$ cat src/rtl/adcfe_pkg.sv
package adcfe_pkg;
  // Command framing: the start bit is bit 1 on the wire and bit 7 in the byte.
  localparam int CTRL_W   = 8;
  localparam int TRACK_AT = 5;
  localparam int SGL_AT   = 6;
  localparam logic [1:0] MODE_SERIAL_CLK = 2'b11;

  typedef enum logic [2:0] {
    SQ_IDLE,
    SQ_EXT_STRB,
    SQ_EXT_CONV,
    SQ_INT_CONV,
    SQ_INT_READ
  } seq_state_t;
endpackage

$ cat src/rtl/adcfe_edges.sv
module adcfe_edges (
  input  logic clk,
  input  logic rst,
  input  logic sclk,
  input  logic cs_n,
  output logic sclk_rise,
  output logic sclk_fall,
  output logic cs_fall,
  output logic cs_rise
);
  logic sclk_q;
  logic cs_q;

  always_ff @(posedge clk) begin
    if (rst) begin
      sclk_q <= 1'b0;
      cs_q   <= 1'b1;
    end else begin
      sclk_q <= sclk;
      cs_q   <= cs_n;
    end
  end

  // Serial clock edges only count while the chip is selected.
  assign sclk_rise = sclk & ~sclk_q & ~cs_n;
  assign sclk_fall = ~sclk & sclk_q & ~cs_n;
  assign cs_fall   = ~cs_n & cs_q;
  assign cs_rise   = cs_n & ~cs_q;
endmodule

$ cat src/rtl/adcfe_cmd_rx.sv
module adcfe_cmd_rx
  import adcfe_pkg::*;
(
  input  logic       clk,
  input  logic       rst,
  input  logic       rx_en,
  input  logic       sclk_rise,
  input  logic       sclk_fall,
  input  logic       cs_fall,
  input  logic       cs_rise,
  input  logic       din,
  output logic       active,
  output logic       track,
  output logic [2:0] chan,
  output logic       unipolar,
  output logic       single_ended,
  output logic       cmd_done,
  output logic [1:0] cmd_mode
);
  localparam int CNT_W = $clog2(CTRL_W + 1);

  logic [CTRL_W-1:0] sh;
  logic [CNT_W-1:0]  cnt;

  always_ff @(posedge clk) begin
    if (rst) begin
      sh           <= '0;
      cnt          <= '0;
      active       <= 1'b0;
      track        <= 1'b0;
      chan         <= '0;
      unipolar     <= 1'b1;
      single_ended <= 1'b1;
      cmd_done     <= 1'b0;
      cmd_mode     <= '0;
    end else begin
      cmd_done <= 1'b0;
      if (cs_fall || cs_rise) begin
        active <= 1'b0;
        cnt    <= '0;
        track  <= 1'b0;
      end else if (sclk_rise && rx_en) begin
        if (!active) begin
          if (din) begin
            active <= 1'b1;
            sh     <= {{(CTRL_W-1){1'b0}}, 1'b1};
            cnt    <= CNT_W'(1);
          end
        end else begin
          sh  <= {sh[CTRL_W-2:0], din};
          cnt <= cnt + CNT_W'(1);
        end
      end else if (sclk_fall && active) begin
        if (cnt == CNT_W'(TRACK_AT)) begin
          track    <= 1'b1;
          chan     <= sh[3:1];
          unipolar <= sh[0];
        end
        if (cnt == CNT_W'(SGL_AT)) begin
          single_ended <= sh[0];
        end
        if (cnt == CNT_W'(CTRL_W)) begin
          track    <= 1'b0;
          active   <= 1'b0;
          cmd_done <= 1'b1;
          cmd_mode <= sh[1:0];
        end
      end
    end
  end

  AST_TRACK_IN_BYTE: assert property (@(posedge clk) disable iff (rst)
    track |-> active);
  AST_CNT_BOUND: assert property (@(posedge clk) disable iff (rst)
    cnt <= CNT_W'(CTRL_W));
endmodule

$ cat src/rtl/adcfe_sar.sv
module adcfe_sar #(
  parameter int RES_W = 10
) (
  input  logic             clk,
  input  logic             rst,
  input  logic             start,
  input  logic             step,
  input  logic             abort,
  input  logic             bit_in,
  output logic [RES_W-1:0] trial,
  output logic [RES_W-1:0] result,
  output logic             busy,
  output logic             done
);
  localparam logic [RES_W-1:0] TOP_BIT = {1'b1, {(RES_W-1){1'b0}}};

  logic [RES_W-1:0] mask;
  logic [RES_W-1:0] kept;

  assign kept = bit_in ? trial : (trial & ~mask);

  always_ff @(posedge clk) begin
    if (rst) begin
      trial  <= '0;
      mask   <= '0;
      result <= '0;
      busy   <= 1'b0;
      done   <= 1'b0;
    end else begin
      done <= 1'b0;
      if (abort) begin
        busy  <= 1'b0;
        mask  <= '0;
        trial <= '0;
      end else if (start) begin
        busy  <= 1'b1;
        mask  <= TOP_BIT;
        trial <= TOP_BIT;
      end else if (step && busy) begin
        trial <= kept | (mask >> 1);
        mask  <= mask >> 1;
        if (mask[0]) begin
          busy   <= 1'b0;
          done   <= 1'b1;
          result <= kept;
        end
      end
    end
  end

  AST_MASK_ONEHOT: assert property (@(posedge clk) disable iff (rst)
    $onehot0(mask));
  AST_BUSY_HAS_TRIAL: assert property (@(posedge clk) disable iff (rst)
    busy |-> ($countones(mask) == 1));
  AST_END_MARKS_DONE: assert property (@(posedge clk) disable iff (rst)
    $fell(busy) |-> (done || $past(abort)));
endmodule

$ cat src/rtl/adc_ctrl_frontend.sv
module adc_ctrl_frontend
  import adcfe_pkg::*;
#(
  parameter int RES_W         = 10,
  parameter int INT_DIV       = 4,
  parameter int MAX_CONV_CLKS = 60
) (
  input  logic             clk,
  input  logic             rst,
  input  logic             cs_n,
  input  logic             sclk,
  input  logic             din,
  input  logic             cmp_in,
  input  logic [RES_W-1:0] sample_code,
  output logic [RES_W-1:0] dac_code,
  output logic             track,
  output logic [2:0]       chan_sel,
  output logic             bipolar,
  output logic             single_ended,
  output logic             dout,
  output logic             dout_oe,
  output logic             sstrb,
  output logic             sstrb_oe
);
  localparam int DIV_W  = (INT_DIV > 1) ? $clog2(INT_DIV) : 1;
  localparam int CONV_W = $clog2(MAX_CONV_CLKS + 2);
  localparam logic [RES_W-1:0] MSB_FLIP = {1'b1, {(RES_W-1){1'b0}}};

  logic sclk_rise, sclk_fall, cs_fall, cs_rise;
  logic rx_en, rx_active, cmd_done, unipolar;
  logic [1:0] cmd_mode;
  logic sar_start, sar_step, sar_abort, sar_bit, sar_busy, sar_done;
  logic [RES_W-1:0] sar_result;
  logic ext_step, int_tick;

  seq_state_t       state;
  logic             mode_int, armed, sstrb_r, dout_r;
  logic [RES_W-1:0] res_sh;
  logic [DIV_W-1:0] div_cnt;
  logic [CONV_W-1:0] conv_clks;

  adcfe_edges u_edges (
    .clk(clk), .rst(rst), .sclk(sclk), .cs_n(cs_n),
    .sclk_rise(sclk_rise), .sclk_fall(sclk_fall),
    .cs_fall(cs_fall), .cs_rise(cs_rise)
  );

  assign rx_en = (state == SQ_IDLE) || (state == SQ_INT_READ);

  adcfe_cmd_rx u_rx (
    .clk(clk), .rst(rst), .rx_en(rx_en),
    .sclk_rise(sclk_rise), .sclk_fall(sclk_fall),
    .cs_fall(cs_fall), .cs_rise(cs_rise), .din(din),
    .active(rx_active), .track(track), .chan(chan_sel),
    .unipolar(unipolar), .single_ended(single_ended),
    .cmd_done(cmd_done), .cmd_mode(cmd_mode)
  );

  assign bipolar   = ~unipolar;
  assign ext_step  = sclk_fall && ((state == SQ_EXT_STRB) || (state == SQ_EXT_CONV));
  assign int_tick  = (state == SQ_INT_CONV) && (div_cnt == DIV_W'(INT_DIV - 1));
  assign sar_start = cmd_done;
  assign sar_step  = ext_step | int_tick;
  assign sar_abort = cs_rise && ((state == SQ_EXT_STRB) || (state == SQ_EXT_CONV));
  assign sar_bit   = (state == SQ_INT_CONV) ? (dac_code <= sample_code) : cmp_in;

  adcfe_sar #(.RES_W(RES_W)) u_sar (
    .clk(clk), .rst(rst), .start(sar_start), .step(sar_step),
    .abort(sar_abort), .bit_in(sar_bit), .trial(dac_code),
    .result(sar_result), .busy(sar_busy), .done(sar_done)
  );

  always_ff @(posedge clk) begin
    if (rst) begin
      state    <= SQ_IDLE;
      mode_int <= 1'b0;
      armed    <= 1'b0;
      sstrb_r  <= 1'b0;
      dout_r   <= 1'b0;
      res_sh   <= '0;
      div_cnt  <= '0;
    end else begin
      if (!cs_n) armed <= 1'b1;
      case (state)
        SQ_IDLE: begin
          if (sclk_fall) dout_r <= 1'b0;
        end
        SQ_EXT_STRB: begin
          if (cs_rise) begin
            state   <= SQ_IDLE;
            sstrb_r <= 1'b0;
          end else if (sclk_fall) begin
            sstrb_r <= 1'b0;
            dout_r  <= cmp_in ^ bipolar;
            state   <= SQ_EXT_CONV;
          end
        end
        SQ_EXT_CONV: begin
          if (cs_rise) state <= SQ_IDLE;
          else if (sclk_fall) dout_r <= cmp_in;
          else if (sar_done) state <= SQ_IDLE;
        end
        SQ_INT_CONV: begin
          div_cnt <= int_tick ? '0 : div_cnt + DIV_W'(1);
          if (sar_done) begin
            sstrb_r <= 1'b1;
            res_sh  <= sar_result ^ (bipolar ? MSB_FLIP : '0);
            state   <= SQ_INT_READ;
          end
        end
        SQ_INT_READ: begin
          if (sclk_fall) begin
            dout_r <= res_sh[RES_W-1];
            res_sh <= {res_sh[RES_W-2:0], 1'b0};
          end
        end
        default: state <= SQ_IDLE;
      endcase
      if (cmd_done) begin
        div_cnt <= '0;
        dout_r  <= 1'b0;
        if (cmd_mode == MODE_SERIAL_CLK) begin
          state    <= SQ_EXT_STRB;
          mode_int <= 1'b0;
          sstrb_r  <= 1'b1;
        end else begin
          state    <= SQ_INT_CONV;
          mode_int <= 1'b1;
          sstrb_r  <= 1'b0;
        end
      end
    end
  end

  // Internal conversion length, watched by a counter rather than a delay.
  always_ff @(posedge clk) begin
    if (rst || state != SQ_INT_CONV) conv_clks <= '0;
    else if (conv_clks != '1) conv_clks <= conv_clks + CONV_W'(1);
  end

  assign dout     = dout_r;
  assign sstrb    = sstrb_r;
  assign dout_oe  = armed & ~cs_n;
  assign sstrb_oe = armed & (mode_int | ~cs_n);

  AST_INT_BOUND: assert property (@(posedge clk) disable iff (rst)
    conv_clks < CONV_W'(MAX_CONV_CLKS));
  AST_INT_EXIT_STROBE: assert property (@(posedge clk) disable iff (rst)
    ($past(state == SQ_INT_CONV) && state != SQ_INT_CONV) |-> sstrb_r);
  AST_EXT_STROBE_ONE_PERIOD: assert property (@(posedge clk) disable iff (rst)
    ($past(state == SQ_EXT_STRB) && $past(sclk_fall)) |-> !sstrb_r);
  AST_RX_QUIET_IN_CONV: assert property (@(posedge clk) disable iff (rst)
    sar_busy |-> !rx_active);
endmodule

$ cat config.mk
export PLATFORM = sky130hd
export DESIGN_NAME = adc_ctrl_frontend
export DESIGN_NICKNAME = d
export VERILOG_FILES = /design/src/rtl/adcfe_pkg.sv /design/src/rtl/adcfe_edges.sv /design/src/rtl/adcfe_cmd_rx.sv /design/src/rtl/adcfe_sar.sv /design/src/rtl/adc_ctrl_frontend.sv
export SDC_FILE = /design/constraint.sdc
export NUM_CORES = 1
export LEC_CHECK = 0
export ABC_CLOCK_PERIOD_IN_PS = 3300
export BUFFER_PORTS_ARGS = -buffer_cell sky130_fd_sc_hd__buf_2
export CORE_UTILIZATION = 35
export DETAILED_ROUTE_END_ITERATION = 10
export PLACE_DENSITY = 0.51
export SLEW_MARGIN = 5
export SYNTH_ARGS = -nofsm -noshare
export SYNTH_HDL_FRONTEND = slang
export SYNTH_SLANG_ARGS = --single-unit
$ cat constraint.sdc
create_clock -name clk -period 3.3 [get_ports clk]
set_input_delay 0.33 -clock clk [delete_from_list [all_inputs] [get_ports clk]]
set_output_delay 0.33 -clock clk [all_outputs]
set_load 0.02 [all_outputs]
Word level (Yosys, flattened, before mapping). Index checks and enable logic that the tools add are counted.

Register bits after elaboration: 71. Input bits: 16. Output and inout bits: 20.

Reduce and logical (&&, ||, !) cells: 39. Multiplexer cells: 49. Add/sub/neg operators: 2. $lt $le $gt $ge: 1. Equality and inequality tests: 21. Bitwise operators: 26.

Operators with widths (number): 10-bit two-way mux (8); 1-bit two-way mux (24); 3-bit two-way mux (7); 10-bit case mux with 2 select lines (1); 4-bit two-way mux (4); 4-bit AND reduction (4); 2-bit nonzero test (7); 2-bit != test, second input constant (6); 3-bit case mux with 4 select lines (1); 3-bit AND reduction (4); 1-bit inverter (11); 10-bit bitwise AND (1); 10-bit <= comparator (1); 10-bit inverter (1); 10-bit by 9-bit OR with 10-bit output (1); 10-bit bitwise XOR (1); 1-bit bitwise AND (8); 4-bit by 3-bit == test with 1-bit output, second input constant (2); 4-bit by 3-bit != test with 1-bit output, second input constant (2); 2-bit OR reduction (4); 4-bit OR reduction (2); 7-bit AND reduction (1); 3-bit by 2-bit == test with 1-bit output, second input constant (2); 1-bit logical AND (6); 21 further kinds (29).

Depth between registers and ports, before layout. Gate-level depths: netlist of the first run.

Word-level depth: 8. Depth in mapped cells: 8. Mapped depth without buffers: 7.

By module. From an unflattened synthesis of the first run, not the netlist that was laid out.

Cell total of the unflattened synthesis: 400. Area total of the unflattened synthesis: 3583.4 um^2.

By module, submodules not included: adc_ctrl_frontend (cells an instance 155, instances 1, seq. area each 380.4 um^2, area an instance 1318.8 um^2); adcfe_sar (cells an instance 140, instances 1, seq. area each 640.6 um^2, area an instance 1303.8 um^2); adcfe_cmd_rx (cells an instance 97, instances 1, seq. area each 360.3 um^2, area an instance 880.8 um^2); adcfe_edges (cells an instance 8, instances 1, seq. area each 40.0 um^2, area an instance 80.1 um^2).

Worst setup path after synthesis of the first run. No wires, ideal clock.

Path kind: register -> register. From: reg u_sar.trial[5]. To: reg u_sar.result[0]. Setup time: 0.087 ns. Path slack: 1.098 ns. Path buffers: 1. Data required time: 3.213 ns. Cell stages (with the launch flop): 8. Data arrival time: 2.115 ns. Period minus slack after synthesis: 2.202 ns. Cell sequence: dfxtp_1 ha_1 a21oi_1 o21ai_0 a2111oi_0 clkbuf_1 o22ai_1 o31ai_1.

Cells in the longest elaborated chain, start to end: 3.

Ends and longest elaborated chain: start: declaration (RTL line adcfe_sar.sv:10) `output logic [RES_W-1:0] trial,`; start signal: assignment (RTL line adcfe_sar.sv:40) `trial <= kept | (mask >> 1);`; 10-bit <= comparator (RTL line adc_ctrl_frontend.sv:65) `assign sar_bit = (state == SQ_INT_CONV) ? (dac_code <= sample_code) : cmp_in;`; 1-bit two-way mux (RTL line adc_ctrl_frontend.sv:65); 10-bit two-way mux (RTL line adcfe_sar.sv:20) `assign kept = bit_in ? trial : (trial & ~mask);`; end signal: assignment (RTL line adcfe_sar.sv:45) `result <= kept;`; end: declaration (RTL line adcfe_sar.sv:11) `output logic [RES_W-1:0] result,`.

No other way between the ends. A chain may end at the register's enable or synchronous reset.

Worst setup path in the final report of the first run.
From: reg state[1]. To: reg u_sar.trial[5].

Cells in the longest elaborated chain, start to end: 5. Elaborated cells on any way between the ends: 13.

Ends and longest elaborated chain: start: declaration (RTL line adc_ctrl_frontend.sv:36) `seq_state_t state;`; start signal: assignment (RTL line adc_ctrl_frontend.sv:75) `state <= SQ_IDLE;`; start signal: assignment (RTL line adc_ctrl_frontend.sv:90) `state <= SQ_IDLE;`; start signal: assignment (RTL line adc_ctrl_frontend.sv:95) `state <= SQ_EXT_CONV;`; 3-bit by 1-bit == test with 1-bit output or 3-bit by 2-bit == test with 1-bit output (tied branches) (RTL line adc_ctrl_frontend.sv:60, adc_ctrl_frontend.sv:64); 1-bit logical OR (RTL line adc_ctrl_frontend.sv:60, adc_ctrl_frontend.sv:64); 1-bit logical AND (RTL line adc_ctrl_frontend.sv:60) `assign ext_step = sclk_fall && ((state == SQ_EXT_STRB) || (state == SQ_EXT_CONV));`; 1-bit OR (RTL line adc_ctrl_frontend.sv:63) `assign sar_step = ext_step | int_tick;`; 1-bit logical AND (RTL line adcfe_sar.sv:39) `end else if (step && busy) begin`.

Several ways; a longest one is shown, not always the timed one.

==> flow_metrics.py, run 1 <==
metrics = {
    "run_status": {
        "outcome": "finished clean",
    },
    "sta": {
        "final_max_slew_viol_count": 0,
        "rsz0062_at_grt": "no",
        "hold_slack_ns": 0.244,
        "skew_ns": 0.0117,
        "relSlewSlack_pct": 46.1,
        "fmax_mhz": 379,
        "post-route-period-util_pct": 80.0,
        "fin_crit_ns": 2.64,
        "fin_tns_setup_ns": 0,
        "worst_pin_slew_ns": 0.809,
        "report.final.setup_viol": 0,
        "setup_ws_ns": 0.660,
        "hold_viol": 0,
    },
    "final_layout": {
        "multi_input_area_um2": 1800,
        "fin_area_um2": 3960,
        "drive_above_1_share_pct": 14.4,
        "regArea_um2": 1420,
        "fillerInstances": 998,
        "n_antenna_cell": 0,
        "final_util_pct": 42.3,
        "area_growth_pct": 15.0,
        "layout.nets": 466,
    },
    "logic_synthesis": {
        "synth_edf_count": 0,
        "async_flop_share_pct": 0,
        "yosysTopAreaCell": "dfxtp_1",
        "synthFlopType": "dfxtp_1",
        "synth_nets": 441,
        "synthTopCellsByArea": "dfxtp_1, a21oi_1, ha_1",
        "syn_area_um2": 3450,
        "syn_avg_cell_area_um2": 8.43,
        "synth_cell_types": 48,
        "syn_inst": 409,
        "yosys_warnings": 0,
        "yosysTopAreaCellShare_pct": 41.2,
        "synth_seq_area_share_pct": 41.2,
        "synth_seq_cells": 71,
    },
    "cts": {
        "hold_buffers": 0,
        "clk_pin_slew_ns": 0.07,
        "numCtsBuffers": 9,
        "clock-root-buffer": "clkbuf_8",
        "clock_latency_ns": 0.35,
        "cts_sinks": 71,
        "cts_tree": "built",
        "htree_levels": 3,
        "clockBufferDepth": 2,
        "cts_resized": 0,
        "cts_setup_buffers": 0,
    },
    "place": {
        "gp_congestion": 0.771,
        "pre_cts_ws_ns": 0.578,
        "io_buffers": 35,
        "postPlaceCellArea_um2": 3720,
        "dpl.hpwl_mm": 5.53,
    },
    "global_routing": {
        "grt_max_degree": 48,
        "grt-ovfl-total": 0,
        "grtUsageTotal_pct": 16.6,
        "grt_pass1_vias": 2791,
        "grt_pass1_wl_mm": 13.6,
        "grt_antenna_before_repair": 0,
    },
    "worst_setup_path": {
        "cp_max_fo": 15,
        "endpoint_kind": "register",
        "worstPathRequired_ns": 3.49,
        "cp-start-kind": "register",
        "cp.arrival_ns": 2.83,
        "crit_type": "reg -> reg",
    },
    "flow_run": {
        "maxCapViolations": 0,
    },
    "die": {
        "dieWidth_um": 101,
        "num_rows": 35,
        "io_pins": 36,
        "fp.coreArea_um2": 9370,
        "initial_utilization_pct": 36.8,
        "dieArea_um2": 10200,
        "fp.dieH_um": 101,
    },
    "routing": {
        "drt_first_iter_violations": 97,
        "wl_per_cell_um": 13.7,
        "final_antenna_net_count": 0,
        "drcViolationCount": 0,
        "wl_mm": 7.77,
        "avgViaCountPerCell": 5.22,
        "vias": 2966,
        "dr.pass1.iters": 4,
    },
    "hold_path": {
        "hold_class": "in -> reg",
    },
    "pwr": {
        "powerDensity_nw_per_um2": 449,
        "ir_drop_mv": 0.232,
        "cellLeakagePower_nw": 1.42,
    },
}
## logic make-up after synthesis
kind of cell               share of synthesized area, %
AOI/OAI and AO/OA                                  21.9
and+or+nand+nor                                    19.1
buffers and inverters                              6.90
DFF                                                41.2
xor gates and xnor gates                          0.762
adders and majority gates                          5.81
muxes                                              4.36
## final timing paths
path | to | start | slack (ns) | cells after the start
max | u_sar.trial[5]$_SDFFE_PP0P_ | state[1]$_SDFFE_PP0P_ | 0.66 | 5
min | u_edges.sclk_q$_SDFF_PP0_ | sclk | 0.24 | 2
max reg2reg | u_sar.trial[5]$_SDFFE_PP0P_ | state[1]$_SDFFE_PP0P_ | 0.66 | 5
min reg2reg | u_rx.sh[3]$_SDFFE_PP0P_ | u_rx.sh[3]$_SDFFE_PP0P_ | 0.46 | 2
## cell usage after synthesis (9+ instances only)
cell type,instances
nand2_1,41
dfxtp_1,71
a211oi_1,13
o21ai_1,11
o311ai_0,9
inv_1,33
mux2i_1,15
ha_1,16
nor3_1,9
o21ai_0,10
a21oi_1,42
nor2_1,32
clkbuf_1,19
nand3b_1,10
a311oi_1,10
## flip-flops by register name (all words and copies together), names as in the netlist, 2 cells and up
signal,count
u_sar.trial,10
u_rx.cmd_mode,2
state,3
u_sar.mask,10
res_sh,10
u_sar.result,10
u_rx.chan,3
u_rx.sh,4
u_rx.cnt,4
div_cnt,2
## power breakdown
group          internal, mW  total (mW)  switching (mW)
clock                 0.520       0.852           0.332
sequential            0.860       0.863         0.00334
combinational        0.0228      0.0654          0.0426
## placed cells by master, fill, tap and decap left out, types with 3 or more instances in the layout
cell type / n
a211oi_1: 13
a21oi_1: 42
a311oi_1: 10
a32oi_1: 3
buf_2: 35
buf_4: 5
bufinv_16: 3
clkbuf_8: 10
dfxtp_1: 71
ha_1: 16
inv_1: 33
mux2i_1: 15
nand2_1: 41
nand2b_1: 5
nand3_1: 5
nand3b_1: 10
nand4_1: 6
nor2_1: 32
nor3_1: 9
o211ai_1: 3
o21ai_0: 10
o21ai_1: 11
o311ai_0: 9
xor2_1: 3
## stage by stage
| stage | cells | total power [mW] |
|---|---|---|
| 2_1_floorplan | 409 | 0.925 |
| 3_3_place_gp | 552 | 0.948 |
| 3_5_place_dp | 552 | 0.949 |
| 4_1_cts | 568 | 1.81 |
| 5_1_grt | 568 | 1.85 |
| 6_report | 568 | 1.78 |
## final cells by class
cell class	instances	area share, %
Clock buffer	10	3.47
Multi-Input combinational cell	279	45.4
Sequential cell	71	35.9
Clock inverter	6	2.71
Timing Repair Buffer	40	5.37
Inverter	33	3.13
Tap cell	129	4.07
## routing by layer
| metal | vias to the layer above | wire (um) | GRT usage, % | share of wire [%] |
|---|---|---|---|---|
| li1 | 1518 | - | - | - |
| met3 | 8 | 203 | 3.59 | 2.6 |
| met5 | - | 0 | 0 | 0 |
| met4 | 0 | 110 | 6.58 | 1.4 |
| met1 | 1399 | 3830 | 22.0 | 49 |
| met2 | 41 | 3630 | 26.4 | 47 |
## critical path, cell delays in order (launching register included)
cell and delay [ns]:
dfxtp_1 0.62, nand2b_1 0.19, a2111oi_4 0.50, nor2_1 0.29, o31ai_2 0.70, a311oi_1 0.19
Note: power is estimated with default switching activity, not from simulation.
==> run 2, diff against run 1 <==
ABC_CLOCK_PERIOD_IN_PS = 2200   (was 3300)
PLACE_DENSITY = 0.53   (was 0.51)
clock period = 2.2 ns   (was 3.3 ns; I/O delays follow)
==> flow_metrics.py, run 2 (synthesized netlist as in run 1, its figures left out) <==
metrics = {
    "global_routing": {
        "grt_max_degree": 35,
        "grt_pass1_wl_mm": 14.1,
        "grt_antenna_before_repair": 0,
        "grt_pass1_vias": 2932,
        "grtUsageTotal_pct": 17.4,
        "grt-ovfl-total": 0,
    },
    "sta": {
        "hold_viol": 0,
        "rsz0062_at_grt": "no",
        "final_max_slew_viol_count": 0,
        "relSlewSlack_pct": 48.7,
        "fmax_mhz": 477,
        "fin_tns_setup_ns": 0,
        "worst_pin_slew_ns": 0.766,
        "post-route-period-util_pct": 95.3,
        "fin_crit_ns": 2.10,
        "skew_ns": 0.00902,
        "setup_ws_ns": 0.104,
        "report.final.setup_viol": 0,
    },
    "die": {
        "fp.coreArea_um2": 9370,
        "initial_utilization_pct": 36.8,
        "dieWidth_um": 101,
        "fp.dieH_um": 101,
        "io_pins": 36,
        "num_rows": 35,
        "dieArea_um2": 10200,
    },
    "final_layout": {
        "layout_common_cells": "dfxtp_1, a21oi_1, nand2_1",
        "final_common_cell": "dfxtp_1",
        "regArea_um2": 1420,
        "n_antenna_cell": 0,
        "area_growth_pct": 22.7,
        "fin_cells": 598,
        "fin_area_um2": 4230,
        "layout.nets": 497,
        "multi_input_area_um2": 1840,
        "fillerInstances": 976,
        "final_util_pct": 45.1,
        "drive_above_1_share_pct": 21.1,
    },
    "pwr": {
        "ir_drop_mv": 0.428,
        "cellLeakagePower_nw": 1.58,
        "powerDensity_nw_per_um2": 610,
    },
    "place": {
        "pre_cts_ws_ns": -0.0656,
        "dpl.hpwl_mm": 6.02,
        "gp_congestion": 0.846,
        "place_inst": 578,
        "io_buffers": 35,
        "postPlaceCellArea_um2": 3930,
    },
    "worst_setup_path": {
        "startpoint": "u_edges.sclk_q$_SDFF_PP0_",
        "worstPathRequired_ns": 2.47,
        "reg2reg_setup_slack_ns": 0.10,
        "cp.arrival_ns": 2.37,
        "endpoint_kind": "register",
        "r2r-start": "u_edges.sclk_q$_SDFF_PP0_",
        "r2r_end": "u_sar.result[7]$_SDFFE_PP0P_",
        "cp_max_fo": 5,
        "cp-start-kind": "register",
        "r2r_cells": 7,
        "crit_type": "reg -> reg",
    },
    "cts": {
        "clockBufferDepth": 2,
        "numCtsBuffers": 9,
        "clock_latency_ns": 0.34,
        "clk_pin_slew_ns": 0.08,
        "cts_tree": "built",
        "cts_sinks": 71,
        "clock-root-buffer": "clkbuf_8",
        "htree_levels": 3,
    },
    "hold_path": {
        "hp-start": "sclk",
        "min_to": "u_edges.sclk_q$_SDFF_PP0_",
        "hold-path-cell-count": 2,
        "hold_class": "in -> reg",
    },
    "routing": {
        "wl_mm": 8.22,
        "avgViaCountPerCell": 5.13,
        "vias": 3069,
        "drt_first_iter_violations": 90,
        "final_antenna_net_count": 0,
        "drcViolationCount": 0,
        "dr.pass1.iters": 4,
        "wl_per_cell_um": 13.7,
    },
    "flow_run": {
        "maxCapViolations": 0,
    },
    "run_status": {
        "outcome": "finished clean",
    },
}
## run 2: cell types whose count changed in the layout (fill, tap and decap cells not counted), sizes merged
cell,change
buf,+31
bufinv,-1
clkinv,-1
inv,+1
## run 2: critical path, cell delays in order, from the launching register on
cell and delay (ns):
dfxtp_2 0.33, or3b_4 0.40, a2111oi_4 0.24, buf_4 0.20
o21ai_2 0.07, or4_4 0.52, buf_6 0.15, o21ai_1 0.12
## run 2: worst max-delay path by stage
stage | endpoint | slack, ns
finish | u_sar.result[7]$_SDFFE_PP0P_ | 0.10
global route | u_sar.result[0]$_SDFFE_PP0P_ | 0.004
CTS | u_sar.result[0]$_SDFFE_PP0P_ | 0.05
detailed placement | u_sar.trial[1]$_SDFFE_PP0P_ | -0.07
global placement | u_sar.trial[5]$_SDFFE_PP0P_ | -0.0008
floorplan | u_sar.result[0]$_SDFFE_PP0P_ | 0.07
## run 2: stage by stage
stage	total power, mW	hold WS [ns]
global route	2.68	0.154
detailed placement	1.44	0.449
global placement	1.44	0.444
CTS	2.61	0.127
finish	2.58	0.149
floorplan	1.39	0.316
## run 2: routing by layer
metal	track usage (%)	part of all wire (%)	vias to the layer above
met2	29.6	47	56
met3	4.21	3.2	2
li1	-	-	1589
met5	0	0	-
met4	4.35	0.46	0
met1	22.2	49	1422
## run 2: layout make-up
cell class	instances	share of cell area [%]
timing repair buffer	71	11.0
tap	129	3.82
multi-input combinational	279	43.4
clock buffer	10	3.25
sequential	71	33.7
clock inverter	5	1.92
inverter	33	2.93
## run 2: where the power goes
group / internal [mW] / leakage, nW / total, mW / switching (mW)
registers: 1.29 / 0.574 / 1.29 / 0.00320
logic: 0.0458 / 0.901 / 0.116 / 0.0704
clock network: 0.666 / 0.109 / 1.17 / 0.504
total: 2.00 / 1.58 / 2.58 / 0.578
## run 2: repair_timing
action | CTS | global route
pin swaps | 0 | 3
hold buffers | 0 | 0
endpoints found under the setup margin | 9 | 20
setup buffers | 0 | 5
resized for setup | 1 | 13
==> run 3, diff against run 2 <==
PLACE_DENSITY = 0.54   (was 0.53)
==> flow_metrics.py, run 3 (synthesized netlist as in run 1, its figures left out) <==
metrics = {
    "cts": {
        "clk_pin_slew_ns": 0.08,
        "numCtsBuffers": 9,
        "cts_tree": "built",
        "clockBufferDepth": 2,
        "cts_sinks": 71,
        "htree_levels": 3,
        "clock_latency_ns": 0.34,
        "clock-root-buffer": "clkbuf_8",
    },
    "worst_setup_path": {
        "reg2reg_setup_slack_ns": 0.11,
        "r2r-start": "u_sar.trial[5]$_SDFFE_PP0P_",
        "r2r_cells": 7,
        "cp.arrival_ns": 2.31,
        "endpoint_kind": "register",
        "cp_max_fo": 10,
        "worstPathRequired_ns": 2.42,
        "crit_type": "reg -> reg",
        "cp-start-kind": "register",
        "r2r_end": "u_sar.result[3]$_SDFFE_PP0P_",
    },
    "die": {
        "io_pins": 36,
        "num_rows": 35,
        "fp.coreArea_um2": 9370,
        "initial_utilization_pct": 36.8,
        "dieWidth_um": 101,
        "fp.dieH_um": 101,
        "dieArea_um2": 10200,
    },
    "final_layout": {
        "layout_common_cells": "dfxtp_1, a21oi_1, nand2_1",
        "fin_area_um2": 4200,
        "fillerInstances": 967,
        "drive_above_1_share_pct": 20.0,
        "final_util_pct": 44.8,
        "area_growth_pct": 21.9,
        "n_antenna_cell": 0,
        "fin_cells": 595,
        "layout.nets": 493,
        "final_common_cell": "dfxtp_1",
    },
    "place": {
        "io_buffers": 35,
        "dpl.hpwl_mm": 5.93,
        "place_inst": 578,
        "gp_congestion": 0.843,
        "postPlaceCellArea_um2": 3930,
    },
    "hold_path": {
        "hold_class": "in -> reg",
        "min_to": "u_edges.sclk_q$_SDFF_PP0_",
        "hp-start": "sclk",
        "hold-path-cell-count": 2,
    },
    "sta": {
        "fin_tns_setup_ns": 0,
        "hold_viol": 0,
        "fin_crit_ns": 2.09,
        "final_max_slew_viol_count": 0,
        "hold_slack_ns": 0.177,
        "fmax_mhz": 479,
        "relSlewSlack_pct": 47.2,
        "post-route-period-util_pct": 94.9,
        "worst_pin_slew_ns": 0.789,
        "skew_ns": 0.0103,
        "report.final.setup_viol": 0,
    },
    "pwr": {
        "powerDensity_nw_per_um2": 601,
        "ir_drop_mv": 0.328,
        "cellLeakagePower_nw": 1.56,
    },
    "routing": {
        "wl_per_cell_um": 13.7,
        "wl_mm": 8.17,
        "vias": 3063,
        "drcViolationCount": 0,
        "drt_first_iter_violations": 145,
        "dr.pass1.iters": 4,
        "final_antenna_net_count": 0,
        "avgViaCountPerCell": 5.15,
    },
    "global_routing": {
        "grt_pass1_vias": 2994,
        "grt_antenna_before_repair": 0,
        "grt_pass1_wl_mm": 14.1,
        "grtUsageTotal_pct": 17.4,
        "grt-ovfl-total": 0,
        "grt_max_degree": 30,
    },
    "run_status": {
        "outcome": "finished clean",
    },
    "flow_run": {
        "maxCapViolations": 0,
    },
}
==> run 3: cell types whose count changed in the layout (fill, tap and decap cells not counted), moves of 2 or more <==
cell        previous run  this run
buf_4                 33        29
clkbuf_8              10        12
clkinvlp_4             1         3
dfxtp_1               69        71
dfxtp_2                2         0
o21ai_1                9        12
o21ai_2                2         0
==> run 3: final cells by class <==
| type | count | area (um^2) | share of cell area, % |
|---|---|---|---|
| multi-input cells | 279 | 1830 | 43.6 |
| flip-flops and latches | 71 | 1420 | 33.8 |
| repair buffers | 67 | 444 | 10.6 |
| clock buffers | 12 | 165 | 3.93 |
| well taps | 129 | 161 | 3.84 |
| inverters | 33 | 124 | 2.95 |
| clock inverters | 4 | 52.6 | 1.25 |
==> run 3: through the flow <==
step / setup slack [ns] / power, mW
after floorplan: 0.0653 / 1.39
after global placement: -0.0416 / 1.43
after detailed placement: -0.108 / 1.44
after CTS: 0.0384 / 2.56
after global routing: -0.0293 / 2.63
final: 0.113 / 2.53
==> run 3: worst max-delay path by stage <==
stage                           startpoint                      endpoint  slack (ns)  cells past startpoint
2_1_floorplan  u_sar.trial[5]$_SDFFE_PP0P_  u_sar.result[0]$_SDFFE_PP0P_        0.07                      7
3_3_place_gp                sample_code[5]   u_sar.trial[3]$_SDFFE_PP0P_       -0.04                      8
3_5_place_dp                sample_code[5]   u_sar.trial[6]$_SDFFE_PP0P_       -0.11                      8
4_1_cts        u_sar.trial[5]$_SDFFE_PP0P_  u_sar.result[0]$_SDFFE_PP0P_        0.04                      7
5_1_grt        u_sar.trial[5]$_SDFFE_PP0P_  u_sar.result[6]$_SDFFE_PP0P_       -0.03                      7
6_report       u_sar.trial[5]$_SDFFE_PP0P_  u_sar.result[3]$_SDFFE_PP0P_        0.11                      7
==> run 3: worst max-delay path: stages (launching register included) <==
cell	delay (ns)
dfxtp_1	0.32
ha_1	0.31
nand4_1	0.22
a211oi_2	0.39
a2111oi_4	0.12
buf_6	0.16
o311ai_0	0.35
o21ai_1	0.09
==> run 3: repair_timing <==
action,4_1_cts,5_1_grt
buffers inserted,0,1
pin swaps,0,1
gates resized for setup,1,8
hold buffers,0,0
setup endpoints to repair,9,20
==> run 3: power by group <==
group          total, mW  internal (mW)  switching, mW
Combinational      0.115         0.0446         0.0705
Sequential          1.29           1.29        0.00322
Clock               1.12          0.617          0.501
==> run 3: per-layer routing <==
metal  global-route usage [%]  wire (um)  vias up
met4                     6.91        163        0
met3                     3.59        250       15
li1                         -          -     1575
met5                        0          0        -
met1                     22.4       4030     1425
met2                     28.5       3730       48
